## config.mk

```make
export PLATFORM = sky130hd
export DESIGN_NAME = intr_presenter
export DESIGN_NICKNAME = d
export VERILOG_FILES = /design/src/rtl/ip_pkg.sv /design/src/rtl/ip_op_select.sv /design/src/rtl/ip_ipi_gate.sv /design/src/rtl/ip_offer_judge.sv /design/src/rtl/intr_presenter.sv
export SDC_FILE = /design/constraint.sdc
export NUM_CORES = 1
export LEC_CHECK = 0
export ABC_AREA = 1
export CELL_PAD_IN_SITES_DETAIL_PLACEMENT = 0
export CELL_PAD_IN_SITES_GLOBAL_PLACEMENT = 2
export CORE_UTILIZATION = 32
export CTS_CLUSTER_SIZE = 14
export DETAILED_ROUTE_END_ITERATION = 16
export DONT_BUFFER_PORTS = 1
export HOLD_SLACK_MARGIN = 0.06
export PLACE_DENSITY_LB_ADDON = 0.1
export SYNTH_ARGS = -nofsm -noshare
export SYNTH_HDL_FRONTEND = slang
export SYNTH_SLANG_ARGS = --single-unit
export TNS_END_PERCENT = 20
```

## constraint.sdc

```tcl
create_clock -name clk -period 3.21 [get_ports clk]
set_clock_uncertainty 0.2 [all_clocks]
set_input_delay 0.321 -clock clk [delete_from_list [all_inputs] [get_ports clk]]
set_output_delay 0.321 -clock clk [all_outputs]
set_load 0.1 [all_outputs]
```

## src/rtl/ip_pkg.sv

```systemverilog
package ip_pkg;
   // rank of each operation, lowest index wins a same-cycle collision
   localparam int OPX_ACCEPT = 0;
   localparam int OPX_EOI    = 1;
   localparam int OPX_CURPRI = 2;
   localparam int OPX_IPI    = 3;
   localparam int OPX_OFFER  = 4;
   localparam int OP_COUNT   = 5;

   typedef enum logic [2:0] {
      OPK_NONE,
      OPK_ACCEPT,
      OPK_EOI,
      OPK_CURPRI,
      OPK_IPI,
      OPK_OFFER
   } ip_op_e;
endpackage

```

## src/rtl/ip_op_select.sv

```systemverilog
module ip_op_select #(
   parameter int N = 5
) (
   input  logic [N-1:0] req,
   output logic [N-1:0] grant
);
   logic [N-1:0] busy;

   for (genvar i = 0; i < N; i++) begin : g_rank
      if (i == 0) begin : g_first
         assign busy[i] = 1'b0;
      end else begin : g_next
         assign busy[i] = busy[i-1] | req[i-1];
      end
      assign grant[i] = req[i] & ~busy[i];
   end
endmodule

```

## src/rtl/ip_ipi_gate.sv

```systemverilog
module ip_ipi_gate #(
   parameter int PRI_W   = 8,
   parameter int SRC_W   = 24,
   parameter int IPI_SRC = 2
) (
   input  logic [SRC_W-1:0] slot_src,
   input  logic [PRI_W-1:0] slot_pri,
   input  logic [PRI_W-1:0] ipi_pri,
   input  logic [PRI_W-1:0] thr,
   output logic             fire,
   output logic             evict
);
   localparam logic [SRC_W-1:0] IPI_NUM = SRC_W'(IPI_SRC);

   logic occupied, held;

   always_comb begin
      occupied = (slot_src != '0);
      held     = occupied && (slot_pri <= ipi_pri);
      fire     = (ipi_pri < thr) && !held;
      evict    = fire && occupied && (slot_src != IPI_NUM);
   end
endmodule

```

## src/rtl/ip_offer_judge.sv

```systemverilog
module ip_offer_judge #(
   parameter int PRI_W   = 8,
   parameter int SRC_W   = 24,
   parameter int IPI_SRC = 2
) (
   input  logic [PRI_W-1:0] offer_pri,
   input  logic [PRI_W-1:0] cur_pri,
   input  logic [SRC_W-1:0] slot_src,
   input  logic [PRI_W-1:0] slot_pri,
   output logic             win,
   output logic             evict
);
   localparam logic [SRC_W-1:0] IPI_NUM = SRC_W'(IPI_SRC);

   always_comb begin
      win   = (offer_pri < cur_pri) && (offer_pri < slot_pri);
      evict = win && (slot_src != '0) && (slot_src != IPI_NUM);
   end
endmodule

```

## src/rtl/intr_presenter.sv

```systemverilog
module intr_presenter #(
   parameter int PRI_W   = 8,
   parameter int SRC_W   = 24,
   parameter int IPI_SRC = 2
) (
   input  logic                     clk,
   input  logic                     rst_n,
   input  logic                     offer_valid,
   input  logic [SRC_W-1:0]         offer_src,
   input  logic [PRI_W-1:0]         offer_pri,
   input  logic                     cur_pri_wr,
   input  logic [PRI_W-1:0]         cur_pri_data,
   input  logic                     ipi_pri_wr,
   input  logic [PRI_W-1:0]         ipi_pri_data,
   input  logic                     accept_req,
   input  logic                     eoi_wr,
   input  logic [PRI_W+SRC_W-1:0]   eoi_data,
   output logic                     irq_o,
   output logic                     acc_valid,
   output logic [PRI_W+SRC_W-1:0]   acc_data,
   output logic                     rej_valid,
   output logic [SRC_W-1:0]         rej_src,
   output logic                     eoi_valid,
   output logic [SRC_W-1:0]         eoi_src,
   output logic                     resend_o
);
   import ip_pkg::*;

   localparam int               REG_W   = PRI_W + SRC_W;
   localparam logic [PRI_W-1:0] PRI_OFF = '1;
   localparam logic [SRC_W-1:0] IPI_NUM = SRC_W'(IPI_SRC);

   if (PRI_W < 2) begin : g_bad_pri
      $error("intr_presenter: PRI_W must be at least 2");
   end
   if (SRC_W < 2) begin : g_bad_src
      $error("intr_presenter: SRC_W must be at least 2");
   end
   if (IPI_SRC <= 0 || IPI_SRC >= (1 << SRC_W)) begin : g_bad_ipi
      $error("intr_presenter: IPI_SRC must be a nonzero source number");
   end

   // architectural state
   logic [PRI_W-1:0] cppr_q, pend_q, ipi_q;
   logic [SRC_W-1:0] xisr_q;
   logic             irq_q;

   // next state
   logic [PRI_W-1:0] cppr_n, pend_n, ipi_n;
   logic [SRC_W-1:0] xisr_n;
   logic             irq_n;
   logic             acc_v_n, rej_v_n, eoi_v_n, rs_n;
   logic [REG_W-1:0] acc_d_n;
   logic [SRC_W-1:0] rej_s_n, eoi_s_n;

   // operation selection
   logic [OP_COUNT-1:0] op_req, op_grant;
   ip_op_e              op_sel;

   assign op_req[OPX_ACCEPT] = accept_req;
   assign op_req[OPX_EOI]    = eoi_wr;
   assign op_req[OPX_CURPRI] = cur_pri_wr;
   assign op_req[OPX_IPI]    = ipi_pri_wr;
   assign op_req[OPX_OFFER]  = offer_valid;

   ip_op_select #(.N(OP_COUNT)) u_sel (
      .req   (op_req),
      .grant (op_grant)
   );

   always_comb begin
      if (op_grant[OPX_ACCEPT])      op_sel = OPK_ACCEPT;
      else if (op_grant[OPX_EOI])    op_sel = OPK_EOI;
      else if (op_grant[OPX_CURPRI]) op_sel = OPK_CURPRI;
      else if (op_grant[OPX_IPI])    op_sel = OPK_IPI;
      else if (op_grant[OPX_OFFER])  op_sel = OPK_OFFER;
      else                           op_sel = OPK_NONE;
   end

   // IPI gate: priority and threshold depend on which operation runs it
   logic [PRI_W-1:0] gate_ipi, gate_thr;
   logic             gate_fire, gate_evict;

   always_comb begin
      gate_ipi = (op_sel == OPK_IPI) ? ipi_pri_data : ipi_q;
      case (op_sel)
         OPK_IPI: gate_thr = cppr_q;
         OPK_EOI: gate_thr = eoi_data[REG_W-1:SRC_W];
         default: gate_thr = cur_pri_data;
      endcase
   end

   ip_ipi_gate #(.PRI_W(PRI_W), .SRC_W(SRC_W), .IPI_SRC(IPI_SRC)) u_gate (
      .slot_src (xisr_q),
      .slot_pri (pend_q),
      .ipi_pri  (gate_ipi),
      .thr      (gate_thr),
      .fire     (gate_fire),
      .evict    (gate_evict)
   );

   logic judge_win, judge_evict;

   ip_offer_judge #(.PRI_W(PRI_W), .SRC_W(SRC_W), .IPI_SRC(IPI_SRC)) u_judge (
      .offer_pri (offer_pri),
      .cur_pri   (cppr_q),
      .slot_src  (xisr_q),
      .slot_pri  (pend_q),
      .win       (judge_win),
      .evict     (judge_evict)
   );

   logic slot_empty, slot_ext;
   assign slot_empty = (xisr_q == '0);
   assign slot_ext   = !slot_empty && (xisr_q != IPI_NUM);

   always_comb begin
      cppr_n  = cppr_q;
      pend_n  = pend_q;
      ipi_n   = ipi_q;
      xisr_n  = xisr_q;
      irq_n   = irq_q;
      acc_v_n = 1'b0;
      acc_d_n = '0;
      rej_v_n = 1'b0;
      rej_s_n = '0;
      eoi_v_n = 1'b0;
      eoi_s_n = '0;
      rs_n    = 1'b0;

      case (op_sel)
         OPK_ACCEPT: begin
            acc_v_n = 1'b1;
            acc_d_n = {cppr_q, xisr_q};
            cppr_n  = pend_q;
            xisr_n  = '0;
            pend_n  = PRI_OFF;
            irq_n   = 1'b0;
         end
         OPK_EOI: begin
            cppr_n  = eoi_data[REG_W-1:SRC_W];
            eoi_v_n = 1'b1;
            eoi_s_n = eoi_data[SRC_W-1:0];
            if (slot_empty) begin
               rs_n = 1'b1;
               if (gate_fire) begin
                  xisr_n = IPI_NUM;
                  pend_n = ipi_q;
                  irq_n  = 1'b1;
               end
            end
         end
         OPK_CURPRI: begin
            cppr_n = cur_pri_data;
            if (cur_pri_data < cppr_q) begin
               if (!slot_empty && (cur_pri_data <= pend_q)) begin
                  rej_v_n = slot_ext;
                  rej_s_n = slot_ext ? xisr_q : '0;
                  xisr_n  = '0;
                  pend_n  = PRI_OFF;
                  irq_n   = 1'b0;
               end
            end else if (slot_empty) begin
               rs_n = 1'b1;
               if (gate_fire) begin
                  xisr_n = IPI_NUM;
                  pend_n = ipi_q;
                  irq_n  = 1'b1;
               end
            end
         end
         OPK_IPI: begin
            ipi_n = ipi_pri_data;
            if (gate_fire) begin
               rej_v_n = gate_evict;
               rej_s_n = gate_evict ? xisr_q : '0;
               xisr_n  = IPI_NUM;
               pend_n  = ipi_pri_data;
               irq_n   = 1'b1;
            end
         end
         OPK_OFFER: begin
            if (judge_win) begin
               rej_v_n = judge_evict;
               rej_s_n = judge_evict ? xisr_q : '0;
               xisr_n  = offer_src;
               pend_n  = offer_pri;
               irq_n   = 1'b1;
            end else begin
               rej_v_n = 1'b1;
               rej_s_n = offer_src;
            end
         end
         default: ;
      endcase
   end

   always_ff @(posedge clk) begin
      if (!rst_n) begin
         cppr_q    <= '0;
         xisr_q    <= '0;
         pend_q    <= PRI_OFF;
         ipi_q     <= PRI_OFF;
         irq_q     <= 1'b0;
         acc_valid <= 1'b0;
         acc_data  <= '0;
         rej_valid <= 1'b0;
         rej_src   <= '0;
         eoi_valid <= 1'b0;
         eoi_src   <= '0;
         resend_o  <= 1'b0;
      end else begin
         cppr_q    <= cppr_n;
         xisr_q    <= xisr_n;
         pend_q    <= pend_n;
         ipi_q     <= ipi_n;
         irq_q     <= irq_n;
         acc_valid <= acc_v_n;
         acc_data  <= acc_d_n;
         rej_valid <= rej_v_n;
         rej_src   <= rej_s_n;
         eoi_valid <= eoi_v_n;
         eoi_src   <= eoi_s_n;
         resend_o  <= rs_n;
      end
   end

   assign irq_o = irq_q;
endmodule

```

# [Word level (Yosys, flattened, before mapping)]
# Cells that the tools add are included.
[op_classes] shifts=0 reduce_logical=19 mul=0 eq_ne=9 bitwise_logic=11 n_mux=45 div_mod_pow=0 addsub=0 order_cmp=6
[op_table] operator="24-bit two-way mux" n=12
[op_table] operator="24-bit case mux with 5 select lines" n=1
[op_table] operator="24-bit case mux with 3 select lines" n=1
[op_table] operator="8-bit two-way mux" n=7
[op_table] operator="8-bit case mux with 5 select lines" n=1
[op_table] operator="8-bit < comparator" n=4
[op_table] operator="24-bit zero test" n=1
[op_table] operator="24-bit by 2-bit != test with 1-bit output, second input constant" n=1
[op_table] operator="8-bit case mux with 3 select lines" n=1
[op_table] operator="24-bit nonzero test" n=1
[op_table] operator="8-bit <= comparator" n=2
[op_table] operator="8-bit case mux with 2 select lines" n=1
[op_table] operator="3-bit two-way mux" n=5
[op_table] operator="1-bit two-way mux" n=13
[op_table] operator="1-bit logical AND" n=9
[op_table] operator="3-bit by 2-bit equality test with 1-bit output, second input constant" n=2
[op_table] operator="3-bit equality test, second input constant" n=2
[op_table] operator="1-bit case mux with 5 select lines" n=1
[op_table] operator="5-bit nonzero test" n=1
[op_table] operator="1-bit AND" n=4
[op_table] operator="2-bit != test, second input constant" n=2
[op_table] operator="1-bit inverter" n=4
[op_table] operator="2-bit AND reduction" n=2
[op_table] operator="4-bit AND reduction" n=1
[op_table] operator="other kinds (8)" n=11
[totals] ff_bits=133 romBits=0 ram_bits=0 n_memories=0 latch_bits=0 out_inout_bits=85

# [Depth between registers and ports, before layout]
# Gate-level depths: netlist of the first run.
[logic_depth] word_depth=21 depth_mapped=23 ltp_nobuf=21

# [Modules after synthesis]
# Synthesis of the first run repeated with hierarchy kept, for this count alone.
[hier_totals] cells_unflattened=1187 hier_area_um2=7935.1
[modules_own_cells] module="intr_presenter" seq_area_each_um2=2662.6 area_per_inst_um2=6877.8 instances=1 cells_per_inst=994
[modules_own_cells] module="ip_ipi_gate" seq_area_each_um2=0.0 area_per_inst_um2=538.0 instances=1 cells_per_inst=96
[modules_own_cells] module="ip_offer_judge" seq_area_each_um2=0.0 area_per_inst_um2=473.0 instances=1 cells_per_inst=86
[modules_own_cells] module="ip_op_select" seq_area_each_um2=0.0 area_per_inst_um2=46.3 instances=1 cells_per_inst=11

# [Worst setup path before layout of the first run]
# Ideal clock, no wire load.
[synth_path] path_kind="in2reg" startpoint="input eoi_wr" endpoint="register rej_src[23]" required_time_ps=2954 t_arrival_ps=2976 stages=18 setup_ps=56 path_slack_ps=-22 cell_sequence="nor2_4 nand3_4 clkinv_2 clkbuf_1 buf_2 a221oi_1 ha_1 nand2_1 nor2_1 a211oi_1 a21boi_2 nand3_2 nand3_4 buf_8 nand2_1 o21ai_1 nand2_1 inv_1"
[synth_between] elab_chain_len=21 word_cells_on_any_way=31 classes_between="order compare: 2; eq/ne: 4; mux: 10; bitwise: 10; reduce/logical: 5"
[synth_lines] item="start, declared" line="intr_presenter.sv:16" source="input logic eoi_wr,"
[synth_lines] item="1-bit OR (3 in series)" line="ip_op_select.sv:13" source="assign busy[i] = busy[i-1] | req[i-1];"
[synth_lines] item="1-bit inverter" line="ip_op_select.sv:15" source="assign grant[i] = req[i] & ~busy[i];"
[synth_lines] item="1-bit AND" line="ip_op_select.sv:15"
[synth_lines] item="3-bit two-way mux" line="intr_presenter.sv:76" source="else if (op_grant[OPX_OFFER]) op_sel = OPK_OFFER;"
[synth_lines] item="3-bit two-way mux" line="intr_presenter.sv:75" source="else if (op_grant[OPX_IPI]) op_sel = OPK_IPI;"
[synth_lines] item="3-bit two-way mux" line="intr_presenter.sv:74" source="else if (op_grant[OPX_CURPRI]) op_sel = OPK_CURPRI;"
[synth_lines] item="3-bit two-way mux *" line="intr_presenter.sv:73" source="else if (op_grant[OPX_EOI]) op_sel = OPK_EOI;"
[synth_lines] item="3-bit two-way mux *" line="intr_presenter.sv:72" source="if (op_grant[OPX_ACCEPT]) op_sel = OPK_ACCEPT;"
[synth_lines] item="(+2 left out)"
[synth_lines] item="8-bit <= comparator" line="ip_ipi_gate.sv:19" source="held = occupied && (slot_pri <= ipi_pri);"
[synth_lines] item="1-bit logical AND" line="ip_ipi_gate.sv:19"
[synth_lines] item="1-bit zero test" line="ip_ipi_gate.sv:20" source="fire = (ipi_pri < thr) && !held;"
[synth_lines] item="1-bit logical AND" line="ip_ipi_gate.sv:20"
[synth_lines] item="1-bit logical AND (2 in series)" line="ip_ipi_gate.sv:21" source="evict = fire && occupied && (slot_src != IPI_NUM);"
[synth_lines] item="24-bit two-way mux" line="intr_presenter.sv:176" source="rej_s_n = gate_evict ? xisr_q : '0;"
[synth_lines] item="24-bit two-way mux" line="intr_presenter.sv:174" source="if (gate_fire) begin"
[synth_lines] item="24-bit case mux with 3 select lines *" line="intr_presenter.sv:131" source="case (op_sel)"
[synth_lines] item="end signal, assigned" line="intr_presenter.sv:221" source="rej_src <= rej_s_n;"
[synth_lines] item="end, declared" line="intr_presenter.sv:22" source="output logic [SRC_W-1:0] rej_src,"
# Every way passes the cells marked *; elsewhere a longest branch is shown, timed or not.
# A chain may end at the register's enable or synchronous reset.

# [Worst setup path after layout of the first run]
[layout_path] startpoint="register pend_q[6]" endpoint="register xisr_q[6]"
[layout_between] elab_chain_len=8 word_cells_on_any_way=15 classes_between="order compare: 3; eq/ne: 2; mux: 4; reduce/logical: 6"
[layout_lines] item="start, declared" line="intr_presenter.sv:44" source="logic [PRI_W-1:0] cppr_q, pend_q, ipi_q;"
[layout_lines] item="start signal, assigned" line="intr_presenter.sv:215" source="pend_q <= pend_n;"
[layout_lines] item="8-bit <= comparator" line="ip_ipi_gate.sv:19"
[layout_lines] item="1-bit logical AND" line="ip_ipi_gate.sv:19"
[layout_lines] item="1-bit zero test" line="ip_ipi_gate.sv:20"
[layout_lines] item="1-bit logical AND" line="ip_ipi_gate.sv:20"
[layout_lines] item="24-bit two-way mux (3 in series)"
[layout_lines] item="24-bit case mux with 5 select lines"
[layout_lines] item="end signal, assigned" line="intr_presenter.sv:214" source="xisr_q <= xisr_n;"
[layout_lines] item="end, declared" line="intr_presenter.sv:45" source="logic [SRC_W-1:0] xisr_q;"
# Parallel ways exist; a longest one is shown, timed or not.

==> results of run 1 <==
[power by group through the flow]
stage                     logic (mW)  clock network, mW  registers, mW
final                          0.839               2.05           1.85
after global routing           0.930               2.18           1.86
after CTS                      0.840               2.10           1.85
after detailed placement       0.728                  0           1.89
after global placement         0.721                  0           1.89
after floorplan                0.502                  0           1.88
[worst max-delay path by stage]
stage | from | end | slack, ps | cells past startpoint
after global routing | pend_q[1]$_SDFFE_PN1P_ | xisr_q[8]$_SDFFE_PN0P_ | 180 | 14
after detailed placement | eoi_wr | rej_src[23]$_SDFF_PN0_ | 150 | 18
after global placement | cur_pri_wr | rej_src[20]$_SDFF_PN0_ | 190 | 21
final | pend_q[6]$_SDFFE_PN1P_ | xisr_q[6]$_SDFFE_PN0P_ | 410 | 13
after floorplan | eoi_wr | rej_src[23]$_SDFF_PN0_ | 120 | 18
after CTS | pend_q[6]$_SDFFE_PN1P_ | xisr_q[7]$_SDFFE_PN0P_ | 400 | 13
[worst max-delay path: cells and delay by family, from the launching register on]
family / cells / cell delay (ps)
DFF: 1 / 460
adders and majority gates: 1 / 290
and+or+nand+nor: 8 / 890
AOI/OAI and AO/OA: 2 / 430
buffers and inverters: 2 / 440
[cells in the final DEF (no fill, tap or decap), types with 3 or more instances in the layout]
cell and n:
nand2_1 221, inv_1 145, dfxtp_1 133, dlygate4sd3_1 84, nand3_1 82, nor2_1 76, a21oi_1 63, o21ai_0 51
ha_1 42, buf_4 29, nand3_2 23, a21oi_2 21, clkbuf_16 17, nand4_1 12, o211ai_1 10, o21ai_1 9
inv_2 7, inv_6 6, nand3_4 4, a221oi_1 4, a211oi_1 4, buf_12 4, nand2_4 3, inv_8 3
[area by class of cell]
class                           count  area [um2]
Timing Repair Buffer              117        1140
Clock buffer                       17         425
Tap cell                          275         344
Inverter                          154         579
Clock inverter                     15         186
Multi-Input combinational cell    642        3550
Fill cell                        2185       12400
Sequential cell                   133        2660
[metal layers]
metal | wire, um | vias to the layer above | track usage
met1 | 11000 | 3114 | 0.281
met3 | 1370 | 20 | 0.0479
met5 | 0 | - | 0
li1 | - | 3306 | -
met2 | 11500 | 215 | 0.358
met4 | 344 | 0 | 0.0616
[flip-flops by register name, indices dropped and copies added (netlist names)]
signal	flops
acc_data	32
eoi_src	24
cppr_q	8
ipi_q	8
irq_o	1
xisr_q	24
eoi_valid	1
rej_valid	1
pend_q	8
rej_src	24
resend_o	1
acc_valid	1
[logic make-up after synthesis]
kind of cell	after synthesis	share of synthesized area
flip-flops	133	0.379
AND/OR/NAND/NOR	431	0.287
buffers and inverters	196	0.116
adder cells (fa/ha/maj)	42	0.0749
AO/OA/AOI/OAI	169	0.143
[what timing repair did]
action,CTS,global route
hold endpoints to repair,97,0
endpoints found under the setup margin,0,0
hold buffers,85,0
[metrics by stage]
stage,utilization,cells
5_1_grt,0.418,1353
2_1_floorplan,-,971
6_report,0.418,1353
3_5_place_dp,0.348,1236
3_3_place_gp,0.348,1236
4_1_cts,0.418,1353
==> out/results.txt, run 1 <==
Status - finished clean
Fin crit share - 0.871
Hold EP - eoi_valid$_SDFF_PN0_
Leak - 3.89 nW
Buffers added on ports - 0
Max Fanout on Critical Path - 25
Area Growth Syn to Fin - 26.6%
Design Area, Final - 8890 um2
Via density per instance - 4.92
GRT Overall Usage - 0.216
CP Data Required Time - 3370 ps
F_max - 358 MHz
Max_cap viols - 0
Syn nets - 1100
Die W - 150 um
Grt ovf - 0
DIE AREA - 22500 um2
Fin crit period - 2800 ps
Reg-to-Reg End - xisr_q[6]$_SDFFE_PN0P_
R2r worst-path depth - 13
Slew headroom - 0.323
RD Place Congestion - 0.854
Vias in the first global route - 6435
Wire length per cell - 17.8 um
Drt pass-1 iters - 4
# DRC - 0
WP data arrival - 2950 ps
Num Clock Sinks - 133
Worst VDD drop - 329 uV
CTS HTree Levels - 4
Hold path depth - 3
Crit path cell chain - inv_1, ha_1, nand2_1, nor2_1, nand3_1, o21ai_0, nand2_1, nand2_1, nand3_2, nor2_2, buf_4, nand2_1, a21oi_2
Root buffer cell - clkbuf_16
Net switching power - 1.54 mW
Hold Crit Start - eoi_wr
Ports - 172
RSZ-0062 raised after global routing - no
Synth area leader - dfxtp_1
Largest net degree at the start of global routing - 47
Final setup fails - 0
Setup slack, reg-to-reg - 410 ps
Startpoint Class - register
YS warnings - 0
Worst-skew pair later-pin latency - 430 ps
Fin. max-slew vios - 0
Top FF cell, synth - dfxtp_1
Synth Instances - 971
Die Ht - 150 um
Initial Utilization - 0.330
Combinational power share - 0.177
Hold Path Class - in2reg
Slowest CP cell - dfxtp_1
Cell Area, Placed - 7420 um2
Power per Cell Area - 534 nW/um2
Critical Path End Type - register
Post-synth top area share - 0.379
Post-DP HPWL - 17.0 mm
Rows - 53
Switching Share - 0.325
CTS tree - yes
Worst Path Class, Setup - reg2reg
Core Area - 21300 um2
N_diodes - 0
Resized Gates After CTS - 0
Share of layout cells above drive strength 1 - 0.126
Largest stage delay, worst path - 460 ps
CTS max path bufs - 2
Post-CTS Setup Inserts - 0
Routed WL - 24.1 mm
Count of cell types in the netlist - 39
DR iter-0 viols - 329
Top cells by count, synth - nand2_1, inv_1, dfxtp_1, nand3_1, nor2_1
Most used cell, CP - nand2_1
Largest cells by area after synthesis - dfxtp_1, nand2_1, inv_1
CTS Buf Count - 17
Final #Nets - 1194
First-pass GRT wire length - 36.5 mm
Sequential power share - 0.391
Final Hold Viols - 0
Clock share of power - 0.432
Top-count cell post-synth - nand2_1
Clock slew at reported path FFs - 70 ps
Via count - 6655
PnR worst setup slack - 415 ps
Synth Area per Inst - 7.23 um2
EDFF count, synth - 0
R2R Path Start - pend_q[6]$_SDFFE_PN1P_
Slew @ Worst Pin - 1010 ps
Synthesized cell area - 7020 um2
Hold_ws - 105 ps
Seq cells post-synth - 133
Antenna-violating nets left - 0
P_int - 3.20 mW
Post-synth ARST share - 0
DP Worst Slack - 151 ps
Seq/Total Area, Yosys - 0.379
Initial antenna violation count - 0
Setup TNS - 0 ps
Power, Total - 4.75 mW
(Power assumes the default switching activity.)
==> run 2: changes to the inputs <==
--- a/config.mk
+++ b/config.mk
@@ -5,15 +5,15 @@
 export SDC_FILE = /design/constraint.sdc
 export NUM_CORES = 1
 export LEC_CHECK = 0
-export ABC_AREA = 1
 export CELL_PAD_IN_SITES_DETAIL_PLACEMENT = 0
 export CELL_PAD_IN_SITES_GLOBAL_PLACEMENT = 2
-export CORE_UTILIZATION = 32
+export CORE_UTILIZATION = 34
 export CTS_CLUSTER_SIZE = 14
 export DETAILED_ROUTE_END_ITERATION = 16
 export DONT_BUFFER_PORTS = 1
 export HOLD_SLACK_MARGIN = 0.06
 export PLACE_DENSITY_LB_ADDON = 0.1
+export SKIP_LAST_GASP = 1
 export SYNTH_ARGS = -nofsm -noshare
 export SYNTH_HDL_FRONTEND = slang
 export SYNTH_SLANG_ARGS = --single-unit
==> out/results.txt, run 2 <==
Status - finished, violations left (was finished clean)
Failing checks - negative setup slack
GRT Overall Usage - 0.221 (was 0.216)
RSZ-0062 raised after global routing - yes (was no)
Largest family of logic cells by synthesized area - compound AO/OA/AOI/OAI gates (was simple AND/OR/NAND/NOR gates)
Via count - 5329 (was 6655)
First-pass GRT wire length - 29.8 mm (was 36.5 mm)
DRT met1 WL - 9.86 mm (was 11.0 mm)
Drt pass-1 iters - 5 (was 4)
RD Place Congestion - 0.797 (was 0.854)
Max_cap viols - 0 (unchanged)
Power, Total - 4.62 mW (was 4.75 mW)
Design Area, Final - 8130 um2 (was 8890 um2)
WP data arrival - 3380 ps (was 2950 ps)
Storage cell area - 2660 um2 (about the same)
Worst Path Class, Setup - in2reg (was reg2reg)
Fin crit share - 1.00 (was 0.871)
Xor and xnor area share after synthesis - 0 (unchanged)
Most common cell after layout, fill and taps aside - dfxtp_1 (was nand2_1)
PnR worst setup slack - -11.6 ps (was 415 ps)
Largest cells by area after synthesis - dfxtp_1, ha_1, a22o_1 (was dfxtp_1, nand2_1, inv_1)
YS warnings - 0 (unchanged)
Compound-Gate Fraction of Synth Area - 0.249 (was 0.143)
Die W - 133 um (was 150 um)
Post-DP HPWL - 13.6 mm (was 17.0 mm)
Post-synth ARST share - 0 (unchanged)
DIE AREA - 17800 um2 (was 22500 um2)
Slew headroom - 0.337 (was 0.323)
Initial antenna violation count - 0 (unchanged)
Syn nets - 721 (was 1100)
Buffers added on ports - 0 (unchanged)
Synth Instances - 592 (was 971)
Vias in the first global route - 5055 (was 6435)
EDFF count, synth - 0 (unchanged)
Worst VDD drop - 350 uV (was 329 uV)
Wire length per cell - 21.5 um (was 17.8 um)
Seq cells post-synth - 133 (unchanged)
Startpoint Class - input port (was register)
Seq/Total Area, Yosys - 0.453 (was 0.379)
N_diodes - 0 (unchanged)
Metal2 WL - 9.04 mm (was 11.5 mm)
Fin util - 0.487 (was 0.418)
Placed insts - 818 (was 1236)
Top-count cell post-synth - dfxtp_1 (was nand2_1)
Fin crit period - 3220 ps (was 2800 ps)
Num Clock Sinks - 133 (unchanged)
Fin. max-slew vios - 0 (unchanged)
Fillers - 1575 (was 2185)
Ports - 172 (unchanged)
CTS tree - yes (unchanged)
Hold Path Class - in2reg (unchanged)
Largest net degree at the start of global routing - 68 (was 47)
Power per Cell Area - 568 nW/um2 (was 534 nW/um2)
Final setup fails - 11 (was 0)
CP Data Required Time - 3370 ps (about the same)
Commonest non-fill, non-tap cells in the layout - dfxtp_1, dlygate4sd3_1, and3_1 (was nand2_1, inv_1, dfxtp_1)
Worst-skew pair later-pin latency - 420 ps (was 430 ps)
Antenna-violating nets left - 0 (unchanged)
Synth Area per Inst - 9.92 um2 (was 7.23 um2)
Top FF cell, synth - dfxtp_1 (unchanged)
CTS HTree Levels - 4 (unchanged)
CTS max path bufs - 2 (unchanged)
Count of cell types in the netlist - 59 (was 39)
Area Growth Syn to Fin - 38.4% (was 26.6%)
Slew @ Worst Pin - 993 ps (was 1010 ps)
Uppermost routed layer - met4 (unchanged)
Initial Utilization - 0.352 (was 0.330)
Core Area - 16700 um2 (was 21300 um2)
Largest register FFs - 32 (unchanged)
Share of layout cells above drive strength 1 - 0.159 (was 0.126)
DR iter-0 viols - 435 (was 329)
Synth area leader - dfxtp_1 (unchanged)
Die Ht - 133 um (was 150 um)
Multiplexer share of the synthesized area - 0.0138 (was 0)
# DRC - 0 (unchanged)
Max Fanout on Critical Path - 12 (was 25)
Clock slew at reported path FFs - 60 ps (was 70 ps)
Detail Route met3 WL - 1.20 mm (was 1.37 mm)
Cell Area, Placed - 6400 um2 (was 7420 um2)
Post-synth top area share - 0.453 (was 0.379)
Simple-Gate Fraction of Synth Area - 0.150 (was 0.287)
Final Hold Viols - 0 (unchanged)
Top cells by count, synth - dfxtp_1, and3_1, a22o_1, ha_1, clkbuf_1 (was nand2_1, inv_1, dfxtp_1, nand3_1, nor2_1)
Via density per instance - 5.65 (was 4.92)
Grt ovf - 0 (unchanged)
Routed WL - 20.3 mm (was 24.1 mm)
Rows - 47 (was 53)
Final #Nets - 839 (was 1194)
Adder-Cell Fraction of Synth Area - 0.0895 (was 0.0749)
Critical Path End Type - register (unchanged)
F_max - 310 MHz (was 358 MHz)
Biggest register - acc_data (unchanged)
CTS Buf Count - 17 (unchanged)
Root buffer cell - clkbuf_16 (unchanged)
Leak - 3.47 nW (was 3.89 nW)
Synthesized cell area - 5870 um2 (was 7020 um2)
Fin cells - 943 (was 1353)
Area of the multi-input gates - 3090 um2 (was 3550 um2)
DP Worst Slack - -387 ps (was 151 ps)
-- run 2: changes by cell type in the layout (fill, tap and decap cells not counted), sizes merged, moves of 46 or more --
| cell | previous run | this run |
|---|---|---|
| a22o | 0 | 46 |
| nand2 | 226 | 27 |
| and3 | 0 | 54 |
| nand3 | 109 | 7 |
| nor2 | 80 | 18 |
| inv | 161 | 32 |
| a21oi | 85 | 19 |
-- run 2: critical path: stages --
cell	delay (ps)
nor4b_4	350
buf_12	200
mux2i_4	280
inv_1	80
ha_1	270
and3_4	180
a221o_1	350
a21o_1	200
or4_4	520
a21oi_4	260
clkbuf_16	220
a22o_1	140
-- run 2: final timing paths --
check / slack [ps] / endpoint / depth (start not counted) / startpoint
max: -10 / rej_src[8]$_SDFF_PN0_ / 12 / cur_pri_wr
min: 100 / rej_valid$_SDFF_PN0_ / 4 / rst_n
max reg2reg: 60 / rej_src[8]$_SDFF_PN0_ / 11 / cppr_q[6]$_SDFFE_PN0P_
min reg2reg: 310 / acc_data[16]$_SDFF_PN0_ / 1 / xisr_q[16]$_SDFFE_PN0P_
-- run 2: metal layers --
metal / up-vias / GRT usage
met5: - / 0
met1: 2621 / 0.316
met2: 186 / 0.334
li1: 2510 / -
met3: 12 / 0.0464
met4: 0 / 0.0619
-- run 2: through the flow --
stage | setup TNS (ps) | hold WS [ps]
2_1_floorplan | -25800 | 246
3_3_place_gp | -19500 | 195
3_5_place_dp | -20220 | 199
4_1_cts | 0 | 79.8
5_1_grt | -1190 | 98.0
6_report | -50.8 | 103
-- run 2: logic make-up after synthesis --
group,Yosys count
flip-flops,133
buffers and inverters,65
AO/OA/AOI/OAI,187
AND/OR/NAND/NOR,157
multiplexers,8
adder cells (fa/ha/maj),42
-- run 2: final cells by class --
type,count,area share
clock inverters,14,0.0234
repair buffers,137,0.169
clock buffers,18,0.0540
flip-flops and latches,133,0.328
well taps,220,0.0339
multi-input cells,394,0.380
inverters,27,0.0125
-- run 2: repair_timing --
action	CTS	global route
resized for setup	0	22
hold endpoints to repair	123	0
buffers inserted	0	3
endpoints found under the setup margin	0	55
hold buffers	87	0
-- run 2: report_power, final --
group          internal [mW]  switching, mW
Clock                   1.27          0.828
Sequential              1.70          0.151
Combinational          0.319          0.352
Total                   3.28           1.33
